**src/rtl/gpio_bank_pkg.sv**
```systemverilog
package gpio_bank_pkg;

   localparam int PIN_COUNT = 32;

   typedef enum logic [4:0] {
      REG_DIR   = 5'h00,
      REG_ODSEL = 5'h04,
      REG_DATA  = 5'h08,
      REG_EVENT = 5'h0C,
      REG_MASK  = 5'h10,
      REG_EDGE  = 5'h14
   } reg_sel_e;

endpackage

```
**src/rtl/gpio_pin_sync.sv**
```systemverilog
module gpio_pin_sync #(
   parameter int W      = 32,
   parameter int STAGES = 2
) (
   input  logic         clk,
   input  logic         rst_n,
   input  logic [W-1:0] async_in,
   output logic [W-1:0] sync_out
);

   logic [W-1:0] chain [STAGES];

   generate
      for (genvar s = 0; s < STAGES; s++) begin : g_stage
         if (s == 0) begin : g_first
            always_ff @(posedge clk or negedge rst_n) begin
               if (!rst_n) chain[s] <= '0;
               else        chain[s] <= async_in;
            end
         end else begin : g_next
            always_ff @(posedge clk or negedge rst_n) begin
               if (!rst_n) chain[s] <= '0;
               else        chain[s] <= chain[s-1];
            end
         end
      end
   endgenerate

   assign sync_out = chain[STAGES-1];

endmodule

```
**src/rtl/gpio_edge_events.sv**
```systemverilog
module gpio_edge_events #(
   parameter int W = 32
) (
   input  logic         clk,
   input  logic         rst_n,
   input  logic [W-1:0] level,
   input  logic [W-1:0] fall_only,
   input  logic [W-1:0] clr,
   output logic [W-1:0] hit,
   output logic [W-1:0] evt
);

   logic [W-1:0] level_d;
   logic [W-1:0] rise;
   logic [W-1:0] fall;

   always_ff @(posedge clk or negedge rst_n) begin
      if (!rst_n) level_d <= '0;
      else        level_d <= level;
   end

   assign rise = level & ~level_d;
   assign fall = ~level & level_d;

   generate
      for (genvar b = 0; b < W; b++) begin : g_bit
         assign hit[b] = fall_only[b] ? fall[b] : (rise[b] | fall[b]);
      end
   endgenerate

   // a fresh edge wins over a clear landing on the same edge
   always_ff @(posedge clk or negedge rst_n) begin
      if (!rst_n) evt <= '0;
      else        evt <= (evt & ~clr) | hit;
   end

endmodule

```
**src/rtl/gpio_pad_drive.sv**
```systemverilog
module gpio_pad_drive #(
   parameter int W = 32
) (
   input  logic [W-1:0] dir,
   input  logic [W-1:0] od,
   input  logic [W-1:0] data,
   output logic [W-1:0] drv_out,
   output logic [W-1:0] drv_oe
);

   generate
      for (genvar b = 0; b < W; b++) begin : g_pad
         always_comb begin
            if (!dir[b]) begin
               drv_out[b] = 1'b0;
               drv_oe[b]  = 1'b0;
            end else if (od[b]) begin
               drv_out[b] = 1'b0;
               drv_oe[b]  = ~data[b];
            end else begin
               drv_out[b] = data[b];
               drv_oe[b]  = 1'b1;
            end
         end
      end
   endgenerate

endmodule

```
**src/rtl/gpio_edge_bank.sv**
```systemverilog
module gpio_edge_bank
   import gpio_bank_pkg::*;
#(
   parameter int DATA_W      = 32,
   parameter int ADDR_W      = 5,
   parameter int SYNC_STAGES = 2
) (
   input  logic              clk,
   input  logic              rst_n,
   input  logic              bus_sel,
   input  logic              bus_wr,
   input  logic [ADDR_W-1:0] bus_addr,
   input  logic [DATA_W-1:0] bus_wdata,
   output logic [DATA_W-1:0] bus_rdata,
   input  logic [DATA_W-1:0] pin_in,
   output logic [DATA_W-1:0] pin_out,
   output logic [DATA_W-1:0] pin_oe,
   output logic              irq
);

   localparam int TOP_BIT = DATA_W - 1;

   generate
      if (DATA_W != PIN_COUNT) begin : g_bad_width
         $error("gpio_edge_bank: DATA_W must equal the pin count");
      end
      if (ADDR_W < 5) begin : g_bad_addr
         $error("gpio_edge_bank: ADDR_W too narrow for the register map");
      end
      if (SYNC_STAGES < 2) begin : g_bad_sync
         $error("gpio_edge_bank: at least two synchroniser stages required");
      end
   endgenerate

   logic [DATA_W-1:0] dir_q, od_q, data_q, mask_q, edge_q;
   logic [DATA_W-1:0] in_rd, sync_rd, evt_q, evt_hit, evt_clr;
   logic [DATA_W-1:0] drv_out, drv_oe;
   logic              wr_go;
   logic              we_dir, we_od, we_data, we_event, we_mask, we_edge;

   // pin n <-> register bit TOP_BIT-n
   generate
      for (genvar n = 0; n < DATA_W; n++) begin : g_map
         assign in_rd[TOP_BIT-n] = pin_in[n];
         assign pin_out[n]       = drv_out[TOP_BIT-n];
         assign pin_oe[n]        = drv_oe[TOP_BIT-n];
      end
   endgenerate

   assign wr_go    = bus_sel & bus_wr;
   assign we_dir   = wr_go & (bus_addr == ADDR_W'(REG_DIR));
   assign we_od    = wr_go & (bus_addr == ADDR_W'(REG_ODSEL));
   assign we_data  = wr_go & (bus_addr == ADDR_W'(REG_DATA));
   assign we_event = wr_go & (bus_addr == ADDR_W'(REG_EVENT));
   assign we_mask  = wr_go & (bus_addr == ADDR_W'(REG_MASK));
   assign we_edge  = wr_go & (bus_addr == ADDR_W'(REG_EDGE));

   always_ff @(posedge clk or negedge rst_n) begin
      if (!rst_n) begin
         dir_q  <= '0;
         od_q   <= '0;
         data_q <= '0;
         mask_q <= '0;
         edge_q <= '0;
      end else begin
         if (we_dir)  dir_q  <= bus_wdata;
         if (we_od)   od_q   <= bus_wdata;
         if (we_data) data_q <= bus_wdata;
         if (we_mask) mask_q <= bus_wdata;
         if (we_edge) edge_q <= bus_wdata;
      end
   end

   assign evt_clr = we_event ? bus_wdata : '0;

   gpio_pin_sync #(.W(DATA_W), .STAGES(SYNC_STAGES)) i_sync (
      .clk      (clk),
      .rst_n    (rst_n),
      .async_in (in_rd),
      .sync_out (sync_rd)
   );

   gpio_edge_events #(.W(DATA_W)) i_events (
      .clk       (clk),
      .rst_n     (rst_n),
      .level     (sync_rd),
      .fall_only (edge_q),
      .clr       (evt_clr),
      .hit       (evt_hit),
      .evt       (evt_q)
   );

   gpio_pad_drive #(.W(DATA_W)) i_pads (
      .dir     (dir_q),
      .od      (od_q),
      .data    (data_q),
      .drv_out (drv_out),
      .drv_oe  (drv_oe)
   );

   always_comb begin
      if (bus_addr == ADDR_W'(REG_DIR))        bus_rdata = dir_q;
      else if (bus_addr == ADDR_W'(REG_ODSEL)) bus_rdata = od_q;
      else if (bus_addr == ADDR_W'(REG_DATA))  bus_rdata = (dir_q & data_q) | (~dir_q & sync_rd);
      else if (bus_addr == ADDR_W'(REG_EVENT)) bus_rdata = evt_q;
      else if (bus_addr == ADDR_W'(REG_MASK))  bus_rdata = mask_q;
      else if (bus_addr == ADDR_W'(REG_EDGE))  bus_rdata = edge_q;
      else                                     bus_rdata = '0;
   end

   assign irq = |(evt_q & mask_q);

endmodule

```
**config.mk**
```make
export PLATFORM = sky130hd
export DESIGN_NAME = gpio_edge_bank
export DESIGN_NICKNAME = d
export VERILOG_FILES = /design/src/rtl/gpio_bank_pkg.sv /design/src/rtl/gpio_pin_sync.sv /design/src/rtl/gpio_edge_events.sv /design/src/rtl/gpio_pad_drive.sv /design/src/rtl/gpio_edge_bank.sv
export SDC_FILE = /design/constraint.sdc
export NUM_CORES = 1
export LEC_CHECK = 0
export ABC_CLOCK_PERIOD_IN_PS = 2300
export CORE_UTILIZATION = 56
export CTS_BUF_LIST = sky130_fd_sc_hd__clkbuf_16
export DETAILED_ROUTE_END_ITERATION = 16
export HOLD_SLACK_MARGIN = 0.05
export PLACE_DENSITY_LB_ADDON = 0.2
export SETUP_SLACK_MARGIN = 0.4
export SLEW_MARGIN = 20
export SYNTH_ARGS = -nofsm -noshare
export SYNTH_HDL_FRONTEND = slang
export SYNTH_HIERARCHICAL = 1
export SYNTH_SLANG_ARGS = --single-unit
```
**constraint.sdc**
```tcl
create_clock -name clk -period 2.3 [get_ports clk]
set_input_delay 0.46 -clock clk [delete_from_list [all_inputs] [get_ports clk]]
set_output_delay 0.46 -clock clk [all_outputs]
set_load 0.01 [all_outputs]
```
==> impl_metrics.csv <==
group,metric,value,unit
run_status,status,"finished with violations",
run_status,violations,"negative setup slack",
drt,drc,0,
drt,drt_first_pass_iters,5,
global_route,grt.total_usage,32.07,%
clock_tree,h-tree-depth,1,
min_path,min_path_type,"in2reg",
placement,dp_hpwl,23130,um
pwr,peakVddDrop,0.6032,mV
sta,fin_crit,2.519,ns
floorplanning,core-area,0.02285,mm^2
setup_path,cp_max_fo,2,
logic_synthesis,avgSynthCellArea,12.61,um^2
sta,worstMarginPinSlew,0.6003,ns
sta,skew,0.01585,ns
drt,routedWlPerCell,22.98,um
setup_path,crit_path_start_kind,"flip-flop",
setup_path,rr_worst_depth,5,
final_layout,diodes,0,
final_layout,post_route_cells_drive_above_1_share,37.49,%
placement,numPortBuffers,169,
final_layout,postLayoutCellArea,0.01822,mm^2
logic_synthesis,syn_inst,1044,
global_route,grt_first_pass_wirelength,59240,um
clock_tree,cts_buffer_depth,3,
global_route,grt_remaining_overflow,0,
clock_tree,clk_pin_slew,0.06,ns
logic_synthesis,synth_warnings,6,
sta,rsz0062_at_grt,"true",
min_path,hold_depth,1,
clock_tree,insertion_delay,0.56,ns
floorplanning,die_area,0.02412,mm^2
sta,finalMaxSlewViolations,0,
drt,vias,10135,
job,maxCapViolCount,0,
placement,place_area,0.01585,mm^2
clock_tree,root_buffer,"clkbuf_16",
global_route,antenna_found_initial,0,
floorplanning,fp.dieW,155.3,um
floorplanning,pin_count,170,
drt,wirelength,39440,um
setup_path,critPathArrivalTime,2.06,ns
setup_path,crit_type,"reg2out",
drt,avgViaCountPerCell,5.906,
clock_tree,cts.sinks,288,
final_layout,fin_nets,1487,
sta,finalSetupViolations,2,
pwr,power_density,712.6,mW/mm^2
clock_tree,numCtsBuffers,30,
sta,period_share,109.5,%
sta,slew_headroom,59.98,%
sta,hold_violations,0,
sta,fin_ws,-0.2190,ns
logic_synthesis,syn-num-nets,1149,
global_route,grt_max_degree,67,
floorplanning,rows,55,
floorplanning,initial_core_util,57.61,%
final_layout,finalNonFillerCells,1716,
placement,gp_congestion,0.8630,
drt,drt-initial-drc-count,683,
final_layout,syn2layout_area_growth,38.41,%
global_route,grt_pass1_vias,10536,
setup_path,critPathRequiredTime,1.84,ns
pwr,leakagePower,9.203,nW
setup_path,setup.worst_path.end_class,"output pin",
floorplanning,fp.dieH,155.3,um
clock_tree,cts_tree,"built",
logic_synthesis,syn_area,0.01316,mm^2
placement,dp_cells,1551,
drt,postRouteAntennaNets,0,
sta,max_freq,397.0,MHz
-- cell type report --
cell class,instances,area [um^2]
Clock buffer,31,775.7
Clock inverter,22,206.4
Fill cell,1323,4628
Inverter,65,244.0
Multi-Input combinational cell,614,5788
Sequential cell,288,7211
Tap cell,313,391.6
Timing Repair Buffer,383,3602
-- path summary, 6_finish.rpt --
check                                               from                            to  slack (ns)
setup / recovery              i_events/evt[28]$_DFF_PN0_                           irq       -0.22
hold / removal                                 pin_in[6]    i_sync/chain[57]$_DFF_PN0_        0.34
setup reg to reg           i_sync/sync_out[30]$_DFF_PN0_    i_events/evt[30]$_DFF_PN0_        1.20
hold reg to reg               i_sync/chain[34]$_DFF_PN0_  i_sync/sync_out[2]$_DFF_PN0_        0.35
max in group asynchronous                          rst_n          od_q[11]$_DFFE_PN0P_        1.09
min in group asynchronous                          rst_n        data_q[26]$_DFFE_PN0P_        0.46
-- power by group --
part | leakage [nW] | internal (mW) | switching, mW
clock | 0.495 | 2.87 | 1.98
combinational | 5.19 | 1.21 | 0.932
sequential | 3.52 | 5.53 | 0.456
total | 9.20 | 9.61 | 3.37
-- through the flow --
step	util, %	worst slack (ns)	hold WS, ns	power (mW)	TNS, ns
after floorplan	-	0.3956	0.1644	6.767	0
after CTS	77.85	-0.2133	0.3294	12.77	-0.2645
after detailed placement	69.37	-0.9591	0.3347	7.692	-86.49
final	79.74	-0.2190	0.3392	12.98	-0.2883
after global routing	79.74	-0.2545	0.3368	13.45	-0.5091
after global placement	69.37	-0.8712	0.3318	7.616	-78.93
-- timing repair --
item,4_1_cts,5_1_grt
hold buffers,1,0
gates resized for setup,471,156
cloned,3,2
hold endpoints to repair,59,0
pin swaps,47,27
setup buffers,79,27
endpoints found under the setup margin,264,135
-- critical path, cell delays in order, from the launching register on --
cell     delay [ns]
dfrtp_1        0.44
a22oi_1        0.22
nand4_1        0.11
or4_4          0.58
buf_6          0.14
-- flip-flops by register name, indices dropped and copies added, names as in the netlist --
| name | count |
|---|---|
| i_events/evt | 32 |
| edge_q | 32 |
| dir_q | 32 |
| data_q | 32 |
| mask_q | 32 |
| i_events/level_d | 32 |
| od_q | 32 |
| i_sync/chain | 32 |
| i_sync/sync_out | 32 |
-- layer usage --
metal  share of wire (%)  vias to the layer above  track usage, %
met5                   0                        -               0
met4                 3.8                        0           12.51
met3                 5.8                      108           5.710
met2                  49                      395           54.18
met1                  42                     5208           41.26
li1                    -                     4424               -
-- placed cells by master (no fill, tap or decap), types with 7 or more instances in the layout --
cell             count
a21oi_1              8
clkbuf_16           33
a22oi_1              8
and2_1              32
nand4_1              7
mux2_4              38
o21ai_2             15
a21o_1              24
buf_4              114
mux2i_2              8
a21oi_2             16
clkbuf_2            34
a21boi_1            26
mux2_2              37
buf_2               53
a22oi_2              8
clkdlybuf4s50_1     66
dfrtp_1            285
nand2_1             31
o221ai_1            31
ha_1                32
a22o_1              26
buf_6               70
mux2i_1             49
and3b_1             30
buf_8               10
mux2_1              91
o21ai_0             11
buf_12              27
o21ai_1             32
inv_1               69
Note: power is estimated with default switching activity, not from simulation.
